`config.mk`:
```
export PLATFORM = sky130hd
export DESIGN_NAME = adc_trig_tracker
export DESIGN_NICKNAME = d
export VERILOG_FILES = /design/src/rtl/adc_trk_pkg.sv /design/src/rtl/adc_trk_slot.sv /design/src/rtl/adc_trk_dropcnt.sv /design/src/rtl/adc_trk_seq.sv /design/src/rtl/adc_trig_tracker.sv
export SDC_FILE = /design/constraint.sdc
export NUM_CORES = 1
export LEC_CHECK = 0
export BUFFER_PORTS_ARGS = -buffer_cell sky130_fd_sc_hd__buf_2
export CAP_MARGIN = 20
export CORE_MARGIN = 2
export CORE_UTILIZATION = 25
export CTS_BUF_LIST = sky130_fd_sc_hd__clkbuf_2
export CTS_CLUSTER_DIAMETER = 200
export DETAILED_ROUTE_END_ITERATION = 16
export HOLD_SLACK_MARGIN = 0.1
export MAX_ROUTING_LAYER = met4
export PLACE_DENSITY = 0.53
export SYNTH_ARGS = -nofsm -noshare
export SYNTH_HDL_FRONTEND = slang
export SYNTH_SLANG_ARGS = --single-unit
```
`constraint.sdc`:
```
create_clock -name clk -period 1.66 [get_ports clk]
set_clock_uncertainty 0.1 [all_clocks]
set_input_delay 0.415 -clock clk [delete_from_list [all_inputs] [get_ports clk]]
set_output_delay 0.415 -clock clk [all_outputs]
set_load 0.005 [all_outputs]
```
`src/rtl/adc_trk_pkg.sv`:
```
package adc_trk_pkg;
  typedef enum logic [1:0] {
    PH_IDLE  = 2'd0,
    PH_ISSUE = 2'd1,
    PH_CONV  = 2'd2
  } phase_e;

  localparam logic [1:0] ST_IDLE      = 2'd0;
  localparam logic [1:0] ST_BUSY      = 2'd1;
  localparam logic [1:0] ST_BUSY_PEND = 2'd2;
endpackage

```
`src/rtl/adc_trk_slot.sv`:
```
module adc_trk_slot #(
  parameter int CH_W = 6
) (
  input  logic            clk,
  input  logic            rst_n,
  input  logic            load,
  input  logic            pop,
  input  logic [CH_W-1:0] load_chan,
  output logic            full,
  output logic [CH_W-1:0] chan
);
  always_ff @(posedge clk) begin
    if (!rst_n) begin
      full <= 1'b0;
      chan <= '0;
    end else if (load) begin
      full <= 1'b1;
      chan <= load_chan;
    end else if (pop) begin
      full <= 1'b0;
    end
  end
endmodule

```
`src/rtl/adc_trk_dropcnt.sv`:
```
module adc_trk_dropcnt #(
  parameter int CNT_W = 8
) (
  input  logic             clk,
  input  logic             rst_n,
  input  logic             drop,
  output logic             ovf,
  output logic [CNT_W-1:0] count
);
  localparam logic [CNT_W-1:0] CNT_MAX = {CNT_W{1'b1}};

  always_ff @(posedge clk) begin
    if (!rst_n) begin
      ovf   <= 1'b0;
      count <= '0;
    end else if (drop) begin
      ovf <= 1'b1;
      if (count != CNT_MAX) count <= count + 1'b1;
    end
  end
endmodule

```
`src/rtl/adc_trk_seq.sv`:
```
module adc_trk_seq
  import adc_trk_pkg::*;
#(
  parameter int CH_W = 6
) (
  input  logic            clk,
  input  logic            rst_n,
  input  logic            trig_valid,
  input  logic [CH_W-1:0] trig_chan,
  input  logic            adc_busy,
  input  logic            adc_eoc,
  input  logic            slot_full,
  input  logic [CH_W-1:0] slot_chan,
  output logic            slot_load,
  output logic            slot_pop,
  output logic            drop,
  output logic            req_valid,
  output logic [CH_W-1:0] req_chan,
  output logic            in_flight
);
  phase_e          phase_q, phase_d;
  logic [CH_W-1:0] chan_q, chan_d;
  logic            eoc_hit, accept;

  assign eoc_hit   = (phase_q == PH_CONV) && adc_eoc;
  assign accept    = (phase_q == PH_ISSUE) && !adc_busy;
  assign in_flight = (phase_q != PH_IDLE);
  assign req_valid = (phase_q == PH_ISSUE);
  assign req_chan  = chan_q;

  always_comb begin
    phase_d   = phase_q;
    chan_d    = chan_q;
    slot_load = 1'b0;
    slot_pop  = 1'b0;
    drop      = 1'b0;
    if (phase_q == PH_IDLE) begin
      if (trig_valid) begin
        phase_d = PH_ISSUE;
        chan_d  = trig_chan;
      end
    end else if (eoc_hit) begin
      // completion is retired before the same-cycle trigger is placed
      if (slot_full) begin
        phase_d   = PH_ISSUE;
        chan_d    = slot_chan;
        slot_pop  = 1'b1;
        slot_load = trig_valid;
      end else if (trig_valid) begin
        phase_d = PH_ISSUE;
        chan_d  = trig_chan;
      end else begin
        phase_d = PH_IDLE;
      end
    end else begin
      if (accept) phase_d = PH_CONV;
      if (trig_valid) begin
        if (slot_full) drop      = 1'b1;
        else           slot_load = 1'b1;
      end
    end
  end

  always_ff @(posedge clk) begin
    if (!rst_n) begin
      phase_q <= PH_IDLE;
      chan_q  <= '0;
    end else begin
      phase_q <= phase_d;
      chan_q  <= chan_d;
    end
  end
endmodule

```
`src/rtl/adc_trig_tracker.sv`:
```
module adc_trig_tracker
  import adc_trk_pkg::*;
#(
  parameter int CH_W  = 6,
  parameter int CNT_W = 8
) (
  input  logic             clk,
  input  logic             rst_n,
  input  logic             trig_valid,
  input  logic [CH_W-1:0]  trig_chan,
  input  logic             adc_busy,
  input  logic             adc_eoc,
  output logic             req_valid,
  output logic [CH_W-1:0]  req_chan,
  output logic [1:0]       state_code,
  output logic             drop_ovf,
  output logic [CNT_W-1:0] drop_count
);
  logic            slot_load, slot_pop, slot_full, drop, in_flight;
  logic [CH_W-1:0] slot_chan;

  adc_trk_seq #(.CH_W(CH_W)) u_seq (
    .clk        (clk),
    .rst_n      (rst_n),
    .trig_valid (trig_valid),
    .trig_chan  (trig_chan),
    .adc_busy   (adc_busy),
    .adc_eoc    (adc_eoc),
    .slot_full  (slot_full),
    .slot_chan  (slot_chan),
    .slot_load  (slot_load),
    .slot_pop   (slot_pop),
    .drop       (drop),
    .req_valid  (req_valid),
    .req_chan   (req_chan),
    .in_flight  (in_flight)
  );

  adc_trk_slot #(.CH_W(CH_W)) u_slot (
    .clk       (clk),
    .rst_n     (rst_n),
    .load      (slot_load),
    .pop       (slot_pop),
    .load_chan (trig_chan),
    .full      (slot_full),
    .chan      (slot_chan)
  );

  adc_trk_dropcnt #(.CNT_W(CNT_W)) u_drop (
    .clk   (clk),
    .rst_n (rst_n),
    .drop  (drop),
    .ovf   (drop_ovf),
    .count (drop_count)
  );

  assign state_code = !in_flight ? ST_IDLE : (slot_full ? ST_BUSY_PEND : ST_BUSY);
endmodule

```
After elaboration in Yosys (flattened, before gate mapping)
Index checks and enable logic that the tools add are counted.
Cells by class
  add/sub/neg operators: 1
  multiply operators: 0
  divide/modulo/power cells: 0
  order comparisons: 0
  eq/ne operators: 4
  shift-type cells: 0
  multiplexer cells: 25
  bitwise operators: 0
  reductions and logical operators: 10
Operators by type and width (number)
  6-bit two-way mux: 4
  1-bit two-way mux: 14
  2-bit two-way mux: 7
  8-bit by 1-bit adder with 8-bit output (second input constant): 1
  8-bit != test (second input constant): 1
  2-bit nonzero test: 3
  2-bit AND reduction: 2
  3-bit nonzero test: 1
  2-bit by 1-bit equality test with 1-bit output (second input constant): 1
  2-bit equality test (second input constant): 1
  1-bit logical AND: 2
  2-bit logical NOT: 1
  2-bit != test (second input constant): 1
  1-bit logical NOT: 1
Storage, ports and cells
  bits in registers: 24
  bits in latches: 0
  memory bits (writable): 0
  ROM bits: 0
  logic and storage cells: 46
  memories: 0

Logic depth before layout (Yosys ltp)
  depth after elaboration: 6
  mapped depth: 6

Modules after synthesis
From an unflattened synthesis, not the netlist that was laid out.
Second synthesis, totals
  cell total of the unflattened synthesis: 127
  area, all modules: 1223.7 sq um
By module, submodules not included
  adc_trk_seq: instances 1, cells each 57, area an instance 516.7 sq um
  adc_trk_dropcnt: instances 1, cells each 46, area an instance 427.9 sq um
  adc_trk_slot: instances 1, cells each 22, area an instance 262.8 sq um
  adc_trig_tracker: instances 1, cells each 2, area an instance 16.3 sq um

Worst setup path before layout
Ideal clock, no wire load.
  path type: reg2out
  from: register u_seq.phase_q[1]
  to: output port state_code[1]
  arrival time: 0.933 ns
  required time: 1.145 ns
  path slack: 0.212 ns
  cell stages (with the launch flop): 4
  path buffers: 1
  cell sequence: dfxtp_1 -> buf_6 -> o21ai_0 -> inv_1
On the way
  longest elaborated chain between the ends: 2
Ends and longest elaborated chain
  start: declaration: line adc_trk_seq.sv:21  | phase_e phase_q, phase_d;
  start signal: assignment: line adc_trk_seq.sv:69  | phase_q <= phase_d;
  2-bit nonzero test: line adc_trk_seq.sv:27  | assign in_flight = (phase_q != PH_IDLE);
  2-bit two-way mux: line adc_trig_tracker.sv:57  | assign state_code = !in_flight ? ST_IDLE : (slot_full ? ST_BUSY_PEND : ST_BUSY);
  end: declaration: line adc_trig_tracker.sv:15  | output logic [1:0] state_code,
Every way passes these cells.

Final worst setup path
  from: register u_slot.full
  to: output port state_code[0]
On the way
  longest elaborated chain between the ends: 2
Ends and longest elaborated chain
  start: declaration: line adc_trk_slot.sv:9  | output logic full,
  start signal: assignment: line adc_trk_slot.sv:14  | full <= 1'b0;
  start signal: assignment: line adc_trk_slot.sv:17  | full <= 1'b1;
  start signal: assignment: line adc_trk_slot.sv:20  | full <= 1'b0;
  2-bit two-way mux (2 in a row): line adc_trig_tracker.sv:57
Every way passes these cells.

==> metrics.md <==
| Metric | Value |
|---|---|
| Number of max-slew violations in the final report | `0` |
| Number of buffers added to fix hold violations after cts | `0` |
| Clock root buffer | `sky130_fd_sc_hd__clkbuf_2` |
| Chip height | `72.3 µm` |
| Clock Sink Count | `24` |
| Startpoint-to-endpoint class of the critical path | `reg2out` |
| Count of unique library cells instantiated by Yosys | `42` |
| GR Overflow Total | `0` |
| # H-tree levels | `1` |
| Net count of the finished layout | `193` |
| Number of enable flip-flop cells after synthesis | `0` |
| Core region area | `4410 µm²` |
| Reg2reg end | `u_seq.req_chan[4]` |
| Maximum VDD drop | `0.284 mV` |
| Slew Limit Headroom | `0.772` |
| Highest cell delay on the worst timing path | `0.41 ns` |
| Worst Hold End | `u_slot.chan[5]` |
| Number of hold-slack violations in the final timing report | `0` |
| TritonCTS clock tree | `done` |
| Areal power density over the cells | `670 nW/µm²` |
| Setup violations, final | `0` |
| HPWL after detailed placement | `about 2100 µm` |
| Power Total | `1.01 mW` |
| CTS Buffer Depth | `2` |
| Maximum number of pins on one net before global-route repair | `23` |
| Final antenna diode count | `0` |
| Avg Synthesized Cell Area | `8.27 µm²` |
| Routed via count divided by cell count | `a little under 5` |
| Cell area after synthesis | `~1200 µm²` |
| Synth Flop Type | `sky130_fd_sc_hd__dfxtp_1` |
| Leakage | `0.637 nW` |
| Vias after detailed routing | `1122` |
| Remaining routing DRC violations | `0` |
| Fin util | `0.341` |
| Number of nets produced by synthesis | `153` |
| Slew @ Worst Pin | `0.340 ns` |
| Yosys warning total | `0` |
| Routed Wire Length | `2890 µm` |
| Worst path arrival time | `1.14 ns` |
| Post-Route Setup TNS | `0 ns` |
| Antenna violations before repair | `0` |
| Worst-case setup margin in the final layout | `0.00242 ns` |
| Placer Congestion | `0.737` |
| Worst min-delay path class | `in2reg` |
| Average wire per standard cell | `12.4 µm` |
| Max-capacitance violation count | `0` |
| Worst Setup End Kind | `output port` |
| Result of the run | `finished, final reports clean` |
| Upper clock frequency limit | `between 600 and 700 MHz` |
| Post-placement setup slack | `0.0127 ns` |
| First-pass GRT wire length | `4890 µm` |
| Number of buffers inserted by port buffering | `28` |
| Commonest cells in the netlist | `sky130_fd_sc_hd__dfxtp_1, sky130_fd_sc_hd__inv_1, sky130_fd_sc_hd__a21oi_1, sky130_fd_sc_hd__nand2_1, sky130_fd_sc_hd__o21ai_0` |
| Startpoint of the worst hold path | `trig_chan[5]` |
| Library cell with the highest instance count after synthesis | `sky130_fd_sc_hd__dfxtp_1` |
| Tot GR Track Use | `0.121` |
| Count of standard-cell rows | `24` |
| Worst reg-to-reg setup slack | `approximately 0.12 ns` |
| Synthesized instance count | `141` |
| Number of top-level pins | `29` |
| Starting density of the core | `0.264` |
| Critical path startpoint category | `flop` |
| WP data required | `about 1.1 ns` |
| Clock period minus worst slack | `1.66 ns` |
| Via count of the first global-routing pass | `between 1000 and 1500` |
| Launch point of the worst reg-to-reg path | `u_seq.phase_q[0]` |
| Sequence of cells on the critical path | `buf_4, nor2_2, buf_2` |
| Unrepaired setup endpoints after global routing | `yes` |
| Die extent in x | `between 70 and 80 µm` |
| Seq cells post-synth | `24` |
| Violation count after the first detailed-routing iteration | `73` |
| Length in cells of the worst reg-to-reg path | `5` |
| Worst hold stages | `3` |
| Maximum net fanout on the critical path | `4` |
| Share of async-settable or async-resettable flops after synthesis | `0` |
| Cell types occupying the most area after synthesis | `sky130_fd_sc_hd__dfxtp_1, sky130_fd_sc_hd__a21oi_1, sky130_fd_sc_hd__o21ai_0, sky130_fd_sc_hd__inv_1, sky130_fd_sc_hd__o22ai_1` |
| Share of final-layout standard cells stronger than drive strength 1 | `0.333` |
| Area share of the largest cell type after synthesis | `0.412` |
| Number of iterations in the first detailed-routing pass | `4` |
| Share of synthesized area occupied by flip-flops and latches | `0.412` |
| Critical-path cell with the highest stage delay | `sky130_fd_sc_hd__dfxtp_4` |
| Worst-path clk slew | `~0.22 ns` |
| DIE AREA | `5230 µm²` |
| Count of nets left with antenna violations after detail routing | `0` |
| Source-to-sink clock delay at the later pin of the worst-skew pair | `0.33 ns` |
| Final Cycle Share | `0.999` |
| Clock buffers created by TritonCTS | `3` |
| Top cell type by total area after synthesis | `sky130_fd_sc_hd__dfxtp_1` |
| Area Overhead vs Synth | `29.2%` |
-- cell type report --
type | count | area (µm²)
clock buffer | 3 | 15.0
inverter | 13 | 48.8
timing repair buffer | 43 | 256
clock inverter | 1 | 3.75
sequential | 24 | 492
fill | 495 | 2910
multi-input combinational | 96 | 626
tap | 52 | 65.1
-- registers in the layout (all words and copies together), names as in the netlist --
signal          cells
u_drop.count        8
u_seq.req_chan      6
u_slot.chan         6
u_seq.phase_q       2
u_drop.ovf          1
u_slot.full         1
-- critical path: cells and delay by family, from the launching register on --
| family | cells | cell delay (ns) |
|---|---|---|
| flip-flops | 1 | 0.41 |
| AND/OR/NAND/NOR | 1 | 0.12 |
| buffers and inverters | 2 | 0.28 |
-- metrics by stage --
stage          cell area (µm²)  hold slack [ns]  instances
4_1_cts                   1480            0.173        232
3_5_place_dp              1410            0.335        225
3_3_place_gp              1410            0.339        225
6_report                  1510            0.195        232
2_1_floorplan             1170            0.342        141
5_1_grt                   1510            0.162        232
-- routing by layer --
layer,wire length (µm),vias up,global-route usage
met3,136,2,0.0319
met1,1450,502,0.164
met5,0,-,-
li1,-,589,-
met2,1300,29,0.182
met4,8,0,0.0252
-- cells in the final DEF (no fill, tap or decap), types with 2 or more instances in the layout --
master / instances
sky130_fd_sc_hd__o21ai_4: 2
sky130_fd_sc_hd__and3_1: 5
sky130_fd_sc_hd__nand3_1: 7
sky130_fd_sc_hd__nand2b_1: 2
sky130_fd_sc_hd__o22ai_1: 7
sky130_fd_sc_hd__clkbuf_2: 3
sky130_fd_sc_hd__and4_1: 2
sky130_fd_sc_hd__a211oi_1: 2
sky130_fd_sc_hd__nand2_1: 11
sky130_fd_sc_hd__buf_4: 14
sky130_fd_sc_hd__buf_2: 28
sky130_fd_sc_hd__o21a_1: 2
sky130_fd_sc_hd__inv_1: 12
sky130_fd_sc_hd__mux2i_1: 2
sky130_fd_sc_hd__nor3_1: 3
sky130_fd_sc_hd__o311a_1: 2
sky130_fd_sc_hd__o21ai_0: 10
sky130_fd_sc_hd__nor2_1: 4
sky130_fd_sc_hd__dfxtp_4: 3
sky130_fd_sc_hd__a21oi_1: 11
sky130_fd_sc_hd__dfxtp_1: 21
-- worst max-delay path by stage --
stage	slack, ns	startpoint	endpoint
2_1_floorplan	0.21	u_seq.phase_q[1]	state_code[1]
3_3_place_gp	0.03	adc_eoc	u_seq.req_chan[4]
3_5_place_dp	0.01	adc_eoc	u_seq.req_chan[4]
4_1_cts	-0.05	u_seq.phase_q[0]	state_code[0]
5_1_grt	-0.09	u_seq.phase_q[0]	state_code[0]
6_report	0.002	u_slot.full	state_code[0]
-- where the power goes --
group          switching [mW]  total [mW]  internal [mW]
Clock                   0.172       0.225         0.0524
Combinational          0.0850       0.168         0.0833
Sequential             0.0183       0.616          0.598
Total                   0.276        1.01          0.734
-- cell families after synthesis --
| logic type | synth area share |
|---|---|
| AND/OR/NAND/NOR | 0.219 |
| AO/OA/AOI/OAI | 0.259 |
| buffers and inverters | 0.0826 |
| multiplexers | 0.0172 |
| adder cells (fa/ha/maj) | 0.0107 |
| flip-flops | 0.412 |
-- timing repair --
item,in CTS,in global routing
endpoints found under the setup margin,3,3
setup buffers,3,0
resized for setup,10,7
hold endpoints to repair,0,0
pin swaps,1,2
Note: power is estimated with default switching activity, not from simulation.
